<file path="src/rtl/bus_dec_pkg.sv">
package bus_dec_pkg;
  typedef enum logic [2:0] {
    RGN_NONE = 3'd0,
    RGN_WRAM = 3'd1,
    RGN_BREG = 3'd2,
    RGN_AREG = 3'd3,
    RGN_EXT  = 3'd4
  } region_e;
endpackage

</file>
<file path="src/rtl/bus_map_decode.sv">
module bus_map_decode
  import bus_dec_pkg::*;
#(
  parameter int ADDR_W  = 24,
  parameter int WRAM_AW = 17,
  parameter int MIRR_AW = 13
) (
  input  logic [ADDR_W-1:0]  addr,
  input  logic               ext_claim,
  output region_e            region,
  output logic [WRAM_AW-1:0] wram_addr
);
  localparam int BANK_LSB = ADDR_W - 8;

  logic [7:0] bank;
  logic [3:0] page4k;
  logic       sys_bank;
  logic       wram_bank;

  assign bank      = addr[ADDR_W-1:BANK_LSB];
  assign page4k    = addr[15:12];
  assign sys_bank  = ~bank[6];
  assign wram_bank = (bank[7:1] == 7'h3F);

  always_comb begin
    region    = RGN_NONE;
    wram_addr = '0;
    if (wram_bank) begin
      region    = RGN_WRAM;
      wram_addr = addr[WRAM_AW-1:0];
    end else if (sys_bank && page4k <= 4'h1) begin
      region    = RGN_WRAM;
      wram_addr = {{(WRAM_AW-MIRR_AW){1'b0}}, addr[MIRR_AW-1:0]};
    end else if (sys_bank && page4k == 4'h2) begin
      region = RGN_BREG;
    end else if (sys_bank && page4k == 4'h4) begin
      region = RGN_AREG;
    end else if (ext_claim) begin
      region = RGN_EXT;
    end
  end
endmodule

</file>
<file path="src/rtl/bus_speed_decode.sv">
module bus_speed_decode #(
  parameter int ADDR_W = 24,
  parameter int SLOW   = 8,
  parameter int FAST   = 6,
  parameter int XSLOW  = 12,
  parameter int CNT_W  = $clog2(XSLOW + 1)
) (
  input  logic [ADDR_W-1:0] addr,
  input  logic              fast_rom,
  output logic [CNT_W-1:0]  speed
);
  localparam logic [CNT_W-1:0] C_SLOW  = CNT_W'(SLOW);
  localparam logic [CNT_W-1:0] C_FAST  = CNT_W'(FAST);
  localparam logic [CNT_W-1:0] C_XSLOW = CNT_W'(XSLOW);

  logic [7:0] bank;
  logic [7:0] page;
  logic       upper_fast;

  assign bank       = addr[ADDR_W-1:ADDR_W-8];
  assign page       = addr[15:8];
  assign upper_fast = bank[7] & fast_rom;

  always_comb begin
    if (bank[6] || page[7]) begin
      speed = upper_fast ? C_FAST : C_SLOW;
    end else if (page <= 8'h1F) begin
      speed = C_SLOW;
    end else if (page <= 8'h3F) begin
      speed = C_FAST;
    end else if (page <= 8'h41) begin
      speed = C_XSLOW;
    end else if (page <= 8'h5F) begin
      speed = C_FAST;
    end else begin
      speed = C_SLOW;
    end
  end
endmodule

</file>
<file path="src/rtl/bus_access_seq.sv">
module bus_access_seq
  import bus_dec_pkg::*;
#(
  parameter int ADDR_W    = 24,
  parameter int DATA_W    = 8,
  parameter int WRAM_AW   = 17,
  parameter int SLOW      = 8,
  parameter int FAST      = 6,
  parameter int XSLOW     = 12,
  parameter int READ_TAIL = 4,
  parameter int CNT_W     = $clog2(XSLOW + 1)
) (
  input  logic               clk,
  input  logic               rst,
  input  logic               req_valid,
  input  logic               req_we,
  input  logic [ADDR_W-1:0]  req_addr,
  input  logic [DATA_W-1:0]  req_wdata,
  input  logic [CNT_W-1:0]   speed,
  input  region_e            region,
  input  logic [WRAM_AW-1:0] wram_in,
  input  logic [DATA_W-1:0]  sel_rdata,
  output logic               ready,
  output logic               done,
  output logic [DATA_W-1:0]  rd_data,
  output logic               rd_stb,
  output logic               wr_stb,
  output logic [DATA_W-1:0]  wr_data,
  output logic [ADDR_W-1:0]  acc_addr,
  output logic [WRAM_AW-1:0] wram_addr,
  output logic               sel_wram,
  output logic               sel_breg,
  output logic               sel_areg,
  output logic               sel_ext
);
  localparam logic [CNT_W-1:0] TAIL_CNT = CNT_W'(READ_TAIL);

  logic               busy_q;
  logic [CNT_W-1:0]   cnt_q;
  logic               we_q;
  region_e            rgn_q;
  logic [ADDR_W-1:0]  addr_q;
  logic [WRAM_AW-1:0] wram_q;
  logic [DATA_W-1:0]  wdata_q;
  logic [DATA_W-1:0]  rdata_q;
  logic [DATA_W-1:0]  openbus_q;
  logic               done_q;
  logic               accept;
  logic               sample_now;

  assign accept     = req_valid & ~busy_q;
  assign sample_now = busy_q & ~we_q & (cnt_q == TAIL_CNT);

  always_ff @(posedge clk) begin
    if (rst) begin
      busy_q    <= 1'b0;
      cnt_q     <= '0;
      we_q      <= 1'b0;
      rgn_q     <= RGN_NONE;
      addr_q    <= '0;
      wram_q    <= '0;
      wdata_q   <= '0;
      rdata_q   <= '0;
      openbus_q <= '0;
      done_q    <= 1'b0;
    end else begin
      done_q <= 1'b0;
      if (accept) begin
        busy_q  <= 1'b1;
        cnt_q   <= speed - CNT_W'(1);
        we_q    <= req_we;
        rgn_q   <= region;
        addr_q  <= req_addr;
        wram_q  <= wram_in;
        wdata_q <= req_wdata;
      end else if (busy_q) begin
        if (cnt_q == '0) begin
          busy_q <= 1'b0;
          done_q <= 1'b1;
          rgn_q  <= RGN_NONE;
        end else begin
          cnt_q <= cnt_q - CNT_W'(1);
        end
        if (sample_now) begin
          if (rgn_q == RGN_NONE) begin
            rdata_q <= openbus_q;
          end else begin
            rdata_q   <= sel_rdata;
            openbus_q <= sel_rdata;
          end
        end
      end
    end
  end

  assign ready     = ~busy_q;
  assign done      = done_q;
  assign rd_data   = rdata_q;
  assign rd_stb    = sample_now;
  assign wr_stb    = busy_q & we_q & (cnt_q == '0) & (rgn_q != RGN_NONE);
  assign wr_data   = wdata_q;
  assign acc_addr  = addr_q;
  assign wram_addr = wram_q;
  assign sel_wram  = (rgn_q == RGN_WRAM);
  assign sel_breg  = (rgn_q == RGN_BREG);
  assign sel_areg  = (rgn_q == RGN_AREG);
  assign sel_ext   = (rgn_q == RGN_EXT);

  assert_sel_onehot_R2: assert property (@(posedge clk) disable iff (rst)
    $onehot0({sel_wram, sel_breg, sel_areg, sel_ext}));

  assert_speed_legal_R5: assert property (@(posedge clk) disable iff (rst)
    accept |-> ((speed == CNT_W'(SLOW) || speed == CNT_W'(FAST) ||
                 speed == CNT_W'(XSLOW)) && speed > TAIL_CNT));

  assert_done_follows_last_R7: assert property (@(posedge clk) disable iff (rst)
    (busy_q && cnt_q == '0) |=> (done && ready));

  assert_done_single_R7: assert property (@(posedge clk) disable iff (rst)
    done |=> !done);

  assert_latch_idle_R9: assert property (@(posedge clk) disable iff (rst)
    !busy_q |=> $stable(openbus_q));

  assert_write_keeps_latch_R10: assert property (@(posedge clk) disable iff (rst)
    (busy_q && we_q) |=> $stable(openbus_q));

  assert_busy_req_ignored_R12: assert property (@(posedge clk) disable iff (rst)
    (busy_q && cnt_q != '0 && req_valid) |=> ($stable(acc_addr) && !ready));
endmodule

</file>
<file path="src/rtl/cpu_bus_sequencer.sv">
module cpu_bus_sequencer
  import bus_dec_pkg::*;
#(
  parameter int ADDR_W    = 24,
  parameter int DATA_W    = 8,
  parameter int WRAM_AW   = 17,
  parameter int MIRR_AW   = 13,
  parameter int SLOW      = 8,
  parameter int FAST      = 6,
  parameter int XSLOW     = 12,
  parameter int READ_TAIL = 4
) (
  input  logic               clk,
  input  logic               rst,
  input  logic               req_valid,
  input  logic               req_we,
  input  logic [ADDR_W-1:0]  req_addr,
  input  logic [DATA_W-1:0]  req_wdata,
  input  logic               ext_claim,
  input  logic               fast_rom_en,
  input  logic [DATA_W-1:0]  sel_rdata,
  output logic               cpu_ready,
  output logic               acc_done,
  output logic [DATA_W-1:0]  rd_data,
  output logic               rd_stb,
  output logic               wr_stb,
  output logic [DATA_W-1:0]  wr_data,
  output logic [ADDR_W-1:0]  acc_addr,
  output logic [WRAM_AW-1:0] wram_addr,
  output logic               sel_wram,
  output logic               sel_breg,
  output logic               sel_areg,
  output logic               sel_ext
);
  localparam int CNT_W = $clog2(XSLOW + 1);

  region_e            dec_region;
  logic [WRAM_AW-1:0] dec_wram;
  logic [CNT_W-1:0]   dec_speed;

  bus_map_decode #(
    .ADDR_W(ADDR_W), .WRAM_AW(WRAM_AW), .MIRR_AW(MIRR_AW)
  ) map_i (
    .addr(req_addr), .ext_claim(ext_claim),
    .region(dec_region), .wram_addr(dec_wram)
  );

  bus_speed_decode #(
    .ADDR_W(ADDR_W), .SLOW(SLOW), .FAST(FAST), .XSLOW(XSLOW), .CNT_W(CNT_W)
  ) speed_i (
    .addr(req_addr), .fast_rom(fast_rom_en), .speed(dec_speed)
  );

  bus_access_seq #(
    .ADDR_W(ADDR_W), .DATA_W(DATA_W), .WRAM_AW(WRAM_AW), .SLOW(SLOW),
    .FAST(FAST), .XSLOW(XSLOW), .READ_TAIL(READ_TAIL), .CNT_W(CNT_W)
  ) seq_i (
    .clk(clk), .rst(rst),
    .req_valid(req_valid), .req_we(req_we), .req_addr(req_addr),
    .req_wdata(req_wdata), .speed(dec_speed), .region(dec_region),
    .wram_in(dec_wram), .sel_rdata(sel_rdata),
    .ready(cpu_ready), .done(acc_done), .rd_data(rd_data),
    .rd_stb(rd_stb), .wr_stb(wr_stb), .wr_data(wr_data),
    .acc_addr(acc_addr), .wram_addr(wram_addr),
    .sel_wram(sel_wram), .sel_breg(sel_breg),
    .sel_areg(sel_areg), .sel_ext(sel_ext)
  );
endmodule

</file>
<file path="config.mk">
export PLATFORM = sky130hd
export DESIGN_NAME = cpu_bus_sequencer
export DESIGN_NICKNAME = d
export VERILOG_FILES = /design/src/rtl/bus_dec_pkg.sv /design/src/rtl/bus_map_decode.sv /design/src/rtl/bus_speed_decode.sv /design/src/rtl/bus_access_seq.sv /design/src/rtl/cpu_bus_sequencer.sv
export SDC_FILE = /design/constraint.sdc
export NUM_CORES = 1
export LEC_CHECK = 0
export ABC_AREA = 1
export BUFFER_PORTS_ARGS = -buffer_cell sky130_fd_sc_hd__buf_2
export CORE_UTILIZATION = 44
export CTS_CLUSTER_SIZE = 12
export DETAILED_ROUTE_END_ITERATION = 10
export PLACE_DENSITY_LB_ADDON = 0.2
export SYNTH_ARGS = -nofsm -noshare
export SYNTH_HDL_FRONTEND = slang
export SYNTH_HIERARCHICAL = 1
export SYNTH_SLANG_ARGS = --single-unit
export TNS_END_PERCENT = 10
</file>
<file path="constraint.sdc">
create_clock -name clk -period 1.56 [get_ports clk]
set_clock_uncertainty 0.2 [all_clocks]
set_input_delay 0.234 -clock clk [delete_from_list [all_inputs] [get_ports clk]]
set_output_delay 0.234 -clock clk [all_outputs]
set_load 0.005 [all_outputs]
</file>
== Word-level counts from Yosys, hierarchy flattened ==
Cells that the tools add are included.
W data, S select, Z words.

* Flip-flop bits (word level): 67
* Latch bits: 0
* RAM bits: 0
* Memory bits (read-only): 0
* Input port bits: 46
* Output and inout port bits: 65
* Word-level logic and storage cells: 74
* Memories: 0

* $add $sub $neg: 2
* Multipliers: 0
* Div/mod/pow operators: 0
* $lt $le $gt $ge: 5
* Equal/unequal tests: 9
* Shift operators: 0
* Multiplexer cells: 24
* Bitwise logic cells: 12
* Reduce and logical (&&, ||, !) cells: 13

{| class="wikitable"
|+ Operators with widths
! kind !! number
|-
| $mux W4 || 9
|-
| $mux W3 || 8
|-
| $mux W17 || 1
|-
| $le A8 B7 Y1 const B || 2
|-
| $mux W13 || 1
|-
| $eq A4 B3 Y1 const B || 2
|-
| $le A8 B5 Y1 const B || 1
|-
| $le A8 B6 Y1 const B || 1
|-
| $mux W8 || 1
|-
| $sub A4 B1 Y4 const B || 2
|-
| $and A1 B1 Y1 || 7
|-
| $eq A7 B6 Y1 const B || 1
|-
| $eq A3 B2 Y1 const B || 2
|-
| $not A1 Y1 || 5
|-
| $eq A4 B2 Y1 const B || 1
|-
| $le A4 B1 Y1 const B || 1
|-
| $logic_not A4 Y1 || 1
|-
| $mux W1 || 4
|-
| $reduce_and A2 Y1 || 2
|-
| $reduce_and A4 Y1 || 1
|-
| $reduce_bool A2 Y1 || 2
|-
| $eq A3 B1 Y1 const B || 1
|-
| $eq A3 B3 Y1 const B || 1
|-
| $logic_and A1 B1 Y1 || 3
|-
| 5 further kinds || 5
|}

== Logic depth before layout (Yosys ltp) ==
Gate-level depths: netlist of run 1.

* Depth in word-level cells: 8
* Gate-level depth with buffers: 14
* Gate-level depth less buffers: 14

== Hierarchy ==
Netlist of run 1, hierarchy kept.

{| class="wikitable"
|+ Modules (own cells, without submodules)
! module !! instances !! cells each !! area an instance (um^2) !! sequential area each (um^2)
|-
| bus_access_seq || 1 || 329 || 2549.9 || 1341.3
|-
| bus_map_decode || 1 || 53 || 241.5 || 0.0
|-
| bus_speed_decode || 1 || 26 || 117.6 || 0.0
|}

== Worst setup path before layout of run 1 ==
Ideal clock, no wire load.

* Kind: input -> register
* From: in req_addr[11]
* To: reg seq_i.cnt_q[2]
* Setup time: 0.066 ns
* Data arrival time: 1.331 ns
* Required time: 1.294 ns
* Setup slack: -0.037 ns
* Stages: 13
* Path buffers: 0
* Cells stage by stage: nor2_1 -> nand2_1 -> o21ai_2 -> nand2_2 -> nand2_1 -> nand2_1 -> inv_1 -> nand3_1 -> nand2_4 -> ha_1 -> xnor2_1 -> nand2_1 -> a21oi_2

* Cells in the longest elaborated chain, start to end: 8
* Elaborated cells on any way between the ends: 11
* Those cells by class: add/sub: 1; order compare: 4; mux: 6

{| class="wikitable"
|+ Ends and longest elaborated chain
! element !! RTL line !! RTL
|-
| from (decl) || cpu_bus_sequencer.sv:17 || <nowiki>input logic [ADDR_W-1:0] req_addr,</nowiki>
|-
| $le A8 B7 Y1 || bus_speed_decode.sv:33 || <nowiki>end else if (page <= 8'h5F) begin</nowiki>
|-
| $mux W4 || bus_speed_decode.sv:33 ||
|-
| $mux W4 || bus_speed_decode.sv:31 || <nowiki>end else if (page <= 8'h41) begin</nowiki>
|-
| $mux W4 || bus_speed_decode.sv:29 || <nowiki>end else if (page <= 8'h3F) begin</nowiki>
|-
| $mux W4 (*) || bus_speed_decode.sv:27 || <nowiki>end else if (page <= 8'h1F) begin</nowiki>
|-
| $mux W4 (*) || bus_speed_decode.sv:25 || <nowiki>if (bank[6] || page[7]) begin</nowiki>
|-
| net dec_speed[1] || cpu_bus_sequencer.sv:39 || <nowiki>logic [CNT_W-1:0] dec_speed;</nowiki>
|-
| $sub A4 B1 Y4 (*) || bus_access_seq.sv:70 || <nowiki>cnt_q <= speed - CNT_W'(1);</nowiki>
|-
| $mux W4 (*) || bus_access_seq.sv:68 || <nowiki>if (accept) begin</nowiki>
|-
| to (signal assigned) || bus_access_seq.sv:70 ||
|-
| to (signal assigned) || bus_access_seq.sv:82 || <nowiki>cnt_q <= cnt_q - CNT_W'(1);</nowiki>
|-
| to (decl) || bus_access_seq.sv:39 || <nowiki>logic [CNT_W-1:0] cnt_q;</nowiki>
|}

Mark *: on every way through the listed nets, which the timed path passes. The rest lies on a longest branch.
A chain may end at the register's enable or synchronous reset.

== Final worst setup path of run 1 ==
* From: reg seq_i.cnt_q[1]
* To: out wr_stb

* Cells in the longest elaborated chain, start to end: 3

{| class="wikitable"
|+ Ends and longest elaborated chain
! element !! RTL line !! RTL
|-
| $logic_not A4 Y1 || bus_access_seq.sv:100 || <nowiki>assign wr_stb = busy_q & we_q & (cnt_q == '0) & (rgn_q != RGN_NONE);</nowiki>
|-
| $and A1 B1 Y1 (2 in a row) || bus_access_seq.sv:100 ||
|-
| to (decl) || cpu_bus_sequencer.sv:26 || <nowiki>output logic wr_stb,</nowiki>
|}

Every way passes these cells.

==> results of run 1 <==
==> synthesized netlist by cell type <==
| cell | instances |
|---|---|
| dfxtp_1 | 67 |
| clkbuf_2 | 5 |
| inv_1 | 33 |
| nor3_1 | 4 |
| inv_2 | 5 |
| o21ai_0 | 62 |
| buf_4 | 6 |
| nand3_2 | 2 |
| nand4_1 | 2 |
| inv_4 | 1 |
| buf_2 | 1 |
| clkbuf_1 | 6 |
| nor2_1 | 139 |
| conb_1 | 1 |
| nor2_2 | 10 |
| a21oi_2 | 3 |
| o21ai_2 | 2 |
| a21oi_1 | 5 |
| ha_1 | 1 |
| nand2_1 | 31 |
| xnor2_1 | 1 |
| nand2_2 | 4 |
| nor3b_2 | 1 |
| buf_6 | 2 |
| nand3_1 | 8 |
| nand2_4 | 5 |
| nand3b_1 | 1 |
==> power by group through the flow <==
stage	combinational, mW	clock, mW	sequential (mW)
final	1.00	1.76	1.95
after global routing	1.12	1.87	1.97
after CTS	0.951	1.80	1.94
after detailed placement	0.857	0	1.98
after global placement	0.844	0	1.97
after floorplan	0.507	0	1.98
==> per-stage QoR <==
step                utilization [%]  power (mW)  cells  cell area, sq um
CTS                           67.68       4.697    650              4298
global route                  68.79       4.960    651              4368
floorplan                         -       2.491    408              2927
detailed placement            57.77       2.834    597              3669
finish                        68.79       4.716    651              4368
global placement              57.77       2.815    597              3669
==> cell type report <==
type,count,area [sq um],share of cell area [%]
Sequential cell,67,1350,30.91
Inverter,39,153.9,3.523
Timing Repair Buffer,170,1142,26.15
Multi-Input combinational cell,282,1383,31.65
Clock inverter,4,97.59,2.234
Clock buffer,12,145.1,3.323
Tap cell,77,96.34,2.206
==> worst paths after layout <==
| check | to |
|---|---|
| max | wr_stb |
| min | seq_i/acc_addr[8] |
| max reg2reg | seq_i/openbus_q[1] |
| min reg2reg | seq_i/acc_addr[5] |
==> what timing repair did <==
action | in CTS | in global routing
pin swaps | 2 | 4
hold buffers | 34 | 0
resized for setup | 10 | 19
endpoints found under the setup margin | 4 | 38
cloned | 0 | 0
setup buffers | 3 | 1
endpoints found under the hold margin | 40 | 0
==> metal layers <==
layer / vias to the layer above / global-route usage [%] / part of all wire, %
met5: - / 0 / 0
met4: 0 / 10.50 / 1.1
met3: 7 / 6.958 / 6.3
met2: 94 / 39.05 / 49
met1: 1384 / 27.56 / 44
li1: 1594 / - / -
==> logic make-up (layout without fill, tap and decap cells) <==
group,Yosys count,in the layout,synth area share (%)
AND/OR/NAND/NOR,207,207,30.75
AO/OA/AOI/OAI,72,72,13.03
flip-flops,67,67,46.11
buffers and inverters,59,225,9.247
adder cells (fa/ha/maj),1,1,0.4300
other,1,1,0.1289
XOR/XNOR,1,1,0.3011
==> sequential cells by signal, summed over array words and instances, names as in the netlist <==
signal,cells
seq_i/cnt_q,4
seq_i/acc_addr,24
seq_i/we_q,1
seq_i/rgn_q,3
seq_i/done,1
seq_i/wr_data,8
seq_i/busy_q,1
seq_i/wram_addr,17
seq_i/openbus_q,8
==> worst reg2reg max path: stages, from the launching register on <==
cell	delay [ns]
dfxtp_1	0.40
nor2_4	0.05
nor3b_2	0.15
nand2_1	0.07
inv_2	0.05
buf_4	0.13
nand2_4	0.13
inv_4	0.08
nor2_1	0.10
nor2_1	0.06
==> layout by cell type (no fill, tap or decap), types with 2 or more instances in the layout <==
cell	instances
a21oi_1	4
nor2_1	135
dlygate4sd3_1	34
inv_2	4
dfxtp_2	4
inv_1	32
buf_4	22
bufinv_16	3
o21ai_1	4
nor2_2	12
buf_12	4
a21oi_2	4
dfxtp_1	62
nand3_2	3
nand2_2	5
nand2_4	6
clkbuf_8	10
nor2_4	2
nand3_1	6
nand2_1	29
clkbuf_1	2
o21ai_0	58
buf_2	109
inv_4	3
nand4_1	2
nor3_1	3
==> impl_metrics.json, run 1 <==
{
  "status": "finished with violations",
  "violations": "negative setup slack",
  "cts-root-buf": "clkbuf_8",
  "period_needed_ns": 1.627,
  "drc": 0,
  "cts_tree": "done",
  "numPortBuffers": 110,
  "synthesis.nets": 455,
  "synth_top_area_share_pct": 46.11,
  "rows": 29,
  "grt_pass1_vias": 2880,
  "whs_ns": 0.02524,
  "power.share.sequential_pct": 41.3,
  "vias_per_cell": 4.730,
  "critical_path_arrival_ns": 1.19,
  "cts_sinks": 67,
  "wl_per_cell_um": 12.06,
  "worstSetupStartpoint": "seq_i/cnt_q[1]",
  "leakage_nw": 2.202,
  "drv_slew": 0,
  "postRouteAntennaNets": 0,
  "required_ns": 1.13,
  "start_util_pct": 45.81,
  "max_freq_ghz": 0.6147,
  "setup_ws_ns": -0.06686,
  "grt_pass1_wl_mm": 12.94,
  "place.gp.congestion": 0.8335,
  "dp_hpwl_mm": 5.111,
  "clkPwrFrac_pct": 37.4,
  "swShare_pct": 26.85,
  "path_depth": 5,
  "clockBufferDepth": 2,
  "fillerInstances": 571,
  "endpoint_kind": "output port",
  "crit_chain": "nor2_4 -> buf_4 -> nand3_4 -> nor2_2 -> buf_2",
  "internal_power_mw": 3.450,
  "hold_depth": 3,
  "syn_inst": 408,
  "grt_max_degree": 49,
  "cp_slowest_cell": "dfxtp_1",
  "setup-violations-final": 2,
  "numCtsBuffers": 9,
  "tns_ns": -0.1171,
  "vias": 3079,
  "die-area_sq_um": 6941,
  "netlist_area_sq_um": 2909,
  "dr.pass1.iters": 4,
  "max-vdd-ir-drop_uv": 746.1,
  "worstRegToRegCells": 9,
  "drv_cap": 0,
  "worst-setup-path-type": "reg2out",
  "path_clk_slew_ns": 0.07,
  "globalRouteOverflowTotal": 0,
  "yosys-top-cells-area": "dfxtp_1 46%, nor2_1 18%, o21ai_0 11%, inv_1 4.3%, nand2_1 4.0%",
  "core_sq_um": 6350,
  "die_h_um": 83.31,
  "ff2ff_setup_slack_ns": 0.05,
  "area_growth_pct": 50.15,
  "cp_top_family": "flip-flops",
  "layout-drive-gt1-share_pct": 35.02,
  "grt_usage_pct": 23.36,
  "slowest_delay_ns": 0.35,
  "crit_path_start_kind": "register",
  "ys_warn_count": 6,
  "antenna_cells": 0,
  "power.density_nw_per_um2": 1080,
  "antenna_found_initial": 0,
  "synth.avg_cell_area_sq_um": 7.130,
  "hold_class": "in2reg",
  "nets": 616,
  "synthDistinctLibCells": 27,
  "clk-insertion-delay-late_ns": 0.33,
  "drt_iter0_markers": 142,
  "grt_setup_unrepaired": "true",
  "crit_fanout": 3,
  "yosys.area.top_type": "dfxtp_1",
  "min_from": "req_addr[8]",
  "die_w_um": 83.31,
  "p_comb_share_pct": 21.3,
  "reg2reg_from": "seq_i/cnt_q[1]",
  "num_io_pins": 111,
  "wirelength_mm": 7.848,
  "h-tree-depth": 3,
  "cp_num_buf_inv": 2,
  "ys_ff_latch": 67,
  "fin_crit_sh_pct": 104.3,
  "finalHoldViolCount": 0,
  "ys_seq_area_share_pct": 46.11,
  "switchingPower_mw": 1.266,
  "place_ws_ns": -0.2002
}
Note: power is estimated with default switching activity, not from simulation.
==> run 2: changes to the inputs <==
- CORE_MARGIN: not set -> 3
==> run 2 against run 1 <==
Against the previous run: the flow still finishes with violations (negative setup slack); wire length up 0.97%; clock-buffer cell count unchanged; critical path depth stayed put; via count grew 0.32%; sequential power about the same; power down 7.1%; worst setup slack improved by 0.015 ns; non-clock buffer count is the same; critical path type unchanged.
==> impl_metrics.json, run 2 (synthesized netlist as in run 1, its figures left out) <==
{
  "slowest_delay_ns": 0.33,
  "crit_chain": "nor2_4 -> nor3b_2 -> nand2_1 -> inv_2 -> buf_6",
  "period_needed_ns": 1.612,
  "layout-drive-gt1-share_pct": 34.62,
  "nets": 616,
  "numCtsBuffers": 9,
  "most-common-layout-cells": "136 x nor2_1, 109 x buf_2, 62 x dfxtp_1, 61 x o21ai_0, 34 x dlygate4sd3_1",
  "largest_register_ffs": 24,
  "power.share.sequential_pct": 44.5,
  "swShare_pct": 27.84,
  "grt_setup_unrepaired": "true",
  "crit_end": "rd_stb",
  "num_io_pins": 111,
  "max_freq_ghz": 0.6203,
  "grt_pass1_vias": 2897,
  "setup_ws_ns": -0.05216,
  "post-route-util_pct": 69.18,
  "globalRouteOverflowTotal": 0,
  "critical_path_arrival_ns": 1.18,
  "cp_slowest_cell": "dfxtp_2",
  "rows": 28,
  "wirelength_mm": 7.924,
  "cts_sinks": 67,
  "placed_area_sq_um": 3656,
  "reg2reg_from": "seq_i/cnt_q[0]",
  "grt_usage_pct": 21.88,
  "drv_slew": 0,
  "grt_pass1_wl_mm": 13.09,
  "grt_max_degree": 50,
  "final_common_cell": "nor2_1",
  "cts-root-buf": "clkbuf_8",
  "endpoint_kind": "output port",
  "clkPwrFrac_pct": 33.8,
  "drt_iter0_markers": 102,
  "drv_cap": 0,
  "crit_path_start_kind": "register",
  "crit_fanout": 2,
  "cts_tree": "done",
  "p_comb_share_pct": 21.7,
  "setup-violations-final": 2,
  "internal_power_mw": 3.163,
  "area_growth_pct": 46.62,
  "h-tree-depth": 3,
  "antenna_cells": 0,
  "status": "finished with violations",
  "leakage_nw": 2.173,
  "vias_per_cell": 4.774,
  "max-vdd-ir-drop_uv": 561.5,
  "wl_per_cell_um": 12.25,
  "vias": 3089,
  "drt-met1-wl_mm": 3.452,
  "min_from": "req_addr[15]",
  "finalHoldViolCount": 0,
  "die_h_um": 87.31,
  "dr.pass1.iters": 4,
  "core_sq_um": 6166,
  "die-area_sq_um": 7623,
  "switchingPower_mw": 1.220,
  "wl_met3_um": 516,
  "path_clk_slew_ns": 0.06,
  "hold_class": "in2reg",
  "start_util_pct": 47.18,
  "die_w_um": 87.31,
  "drc": 0,
  "tns_ns": -0.07244,
  "whs_ns": 0.05964,
  "met2_length_mm": 3.744,
  "worstSetupStartpoint": "seq_i/cnt_q[0]",
  "required_ns": 1.13,
  "ff2ff_setup_slack_ns": 0.06,
  "fin_crit_sh_pct": 103.3,
  "numPortBuffers": 110,
  "worstRegToRegCells": 8,
  "place.gp.congestion": 0.8243,
  "dp_hpwl_mm": 5.400,
  "clk-insertion-delay-late_ns": 0.34,
  "power.density_nw_per_um2": 1027,
  "r2r-end": "seq_i/openbus_q[2]",
  "violations": "negative setup slack",
  "clockBufferDepth": 2,
  "antenna_found_initial": 0,
  "postRouteAntennaNets": 0,
  "worst-setup-path-type": "reg2out",
  "top_layer": "met4",
  "final_area_sq_um": 4265
}
## run 2: critical path, delay by kind of cell, from the launching register on
family	cells	cell delay, ns
and+or+nand+nor	3	0.36
DFF	1	0.33
buffers and inverters	2	0.14
## run 2: worst min path at each step
stage | end | slack (ns) | cells past startpoint
after floorplan | seq_i/openbus_q[0] | 0.20 | 2
after global placement | seq_i/acc_addr[0] | 0.26 | 2
after detailed placement | seq_i/acc_addr[21] | 0.27 | 2
after CTS | seq_i/acc_addr[15] | 0.05 | 3
after global routing | seq_i/acc_addr[15] | 0.08 | 3
final | seq_i/acc_addr[15] | 0.06 | 3
## run 2: power groups by stage
stage	logic, mW	registers, mW	clock network (mW)
floorplan	0.507	1.98	0
global route	1.07	1.97	1.59
detailed placement	0.854	1.98	0
finish	0.950	1.95	1.48
CTS	0.935	1.95	1.51
global placement	0.839	1.97	0
## run 2: area by class of cell
cell class	count	area, sq um
Clock buffer	12	165.2
Clock inverter	2	35.03
Fill cell	542	1901
Inverter	39	153.9
Multi-Input combinational cell	282	1346
Sequential cell	67	1350
Tap cell	75	93.84
Timing Repair Buffer	170	1121
## run 2: timing repair
item,4_1_cts,5_1_grt
setup buffers,2,0
pin swaps,2,2
endpoints found under the setup margin,4,60
gates resized for setup,10,12
hold buffers,34,0
endpoints found under the hold margin,40,0
## run 2: stage by stage
step / cells / setup slack (ns) / total power [mW]
floorplan: 408 / 0.006223 / 2.491
global placement: 597 / -0.1572 / 2.810
detailed placement: 597 / -0.2176 / 2.832
CTS: 647 / -0.07016 / 4.396
global route: 647 / -0.09679 / 4.634
finish: 647 / -0.05216 / 4.382
## run 2: routing by layer
metal	global-route usage, %	vias to the layer above
met1	26.60	1377
met5	0	-
met2	36.71	99
li1	-	1592
met3	4.541	21
met4	10.32	0
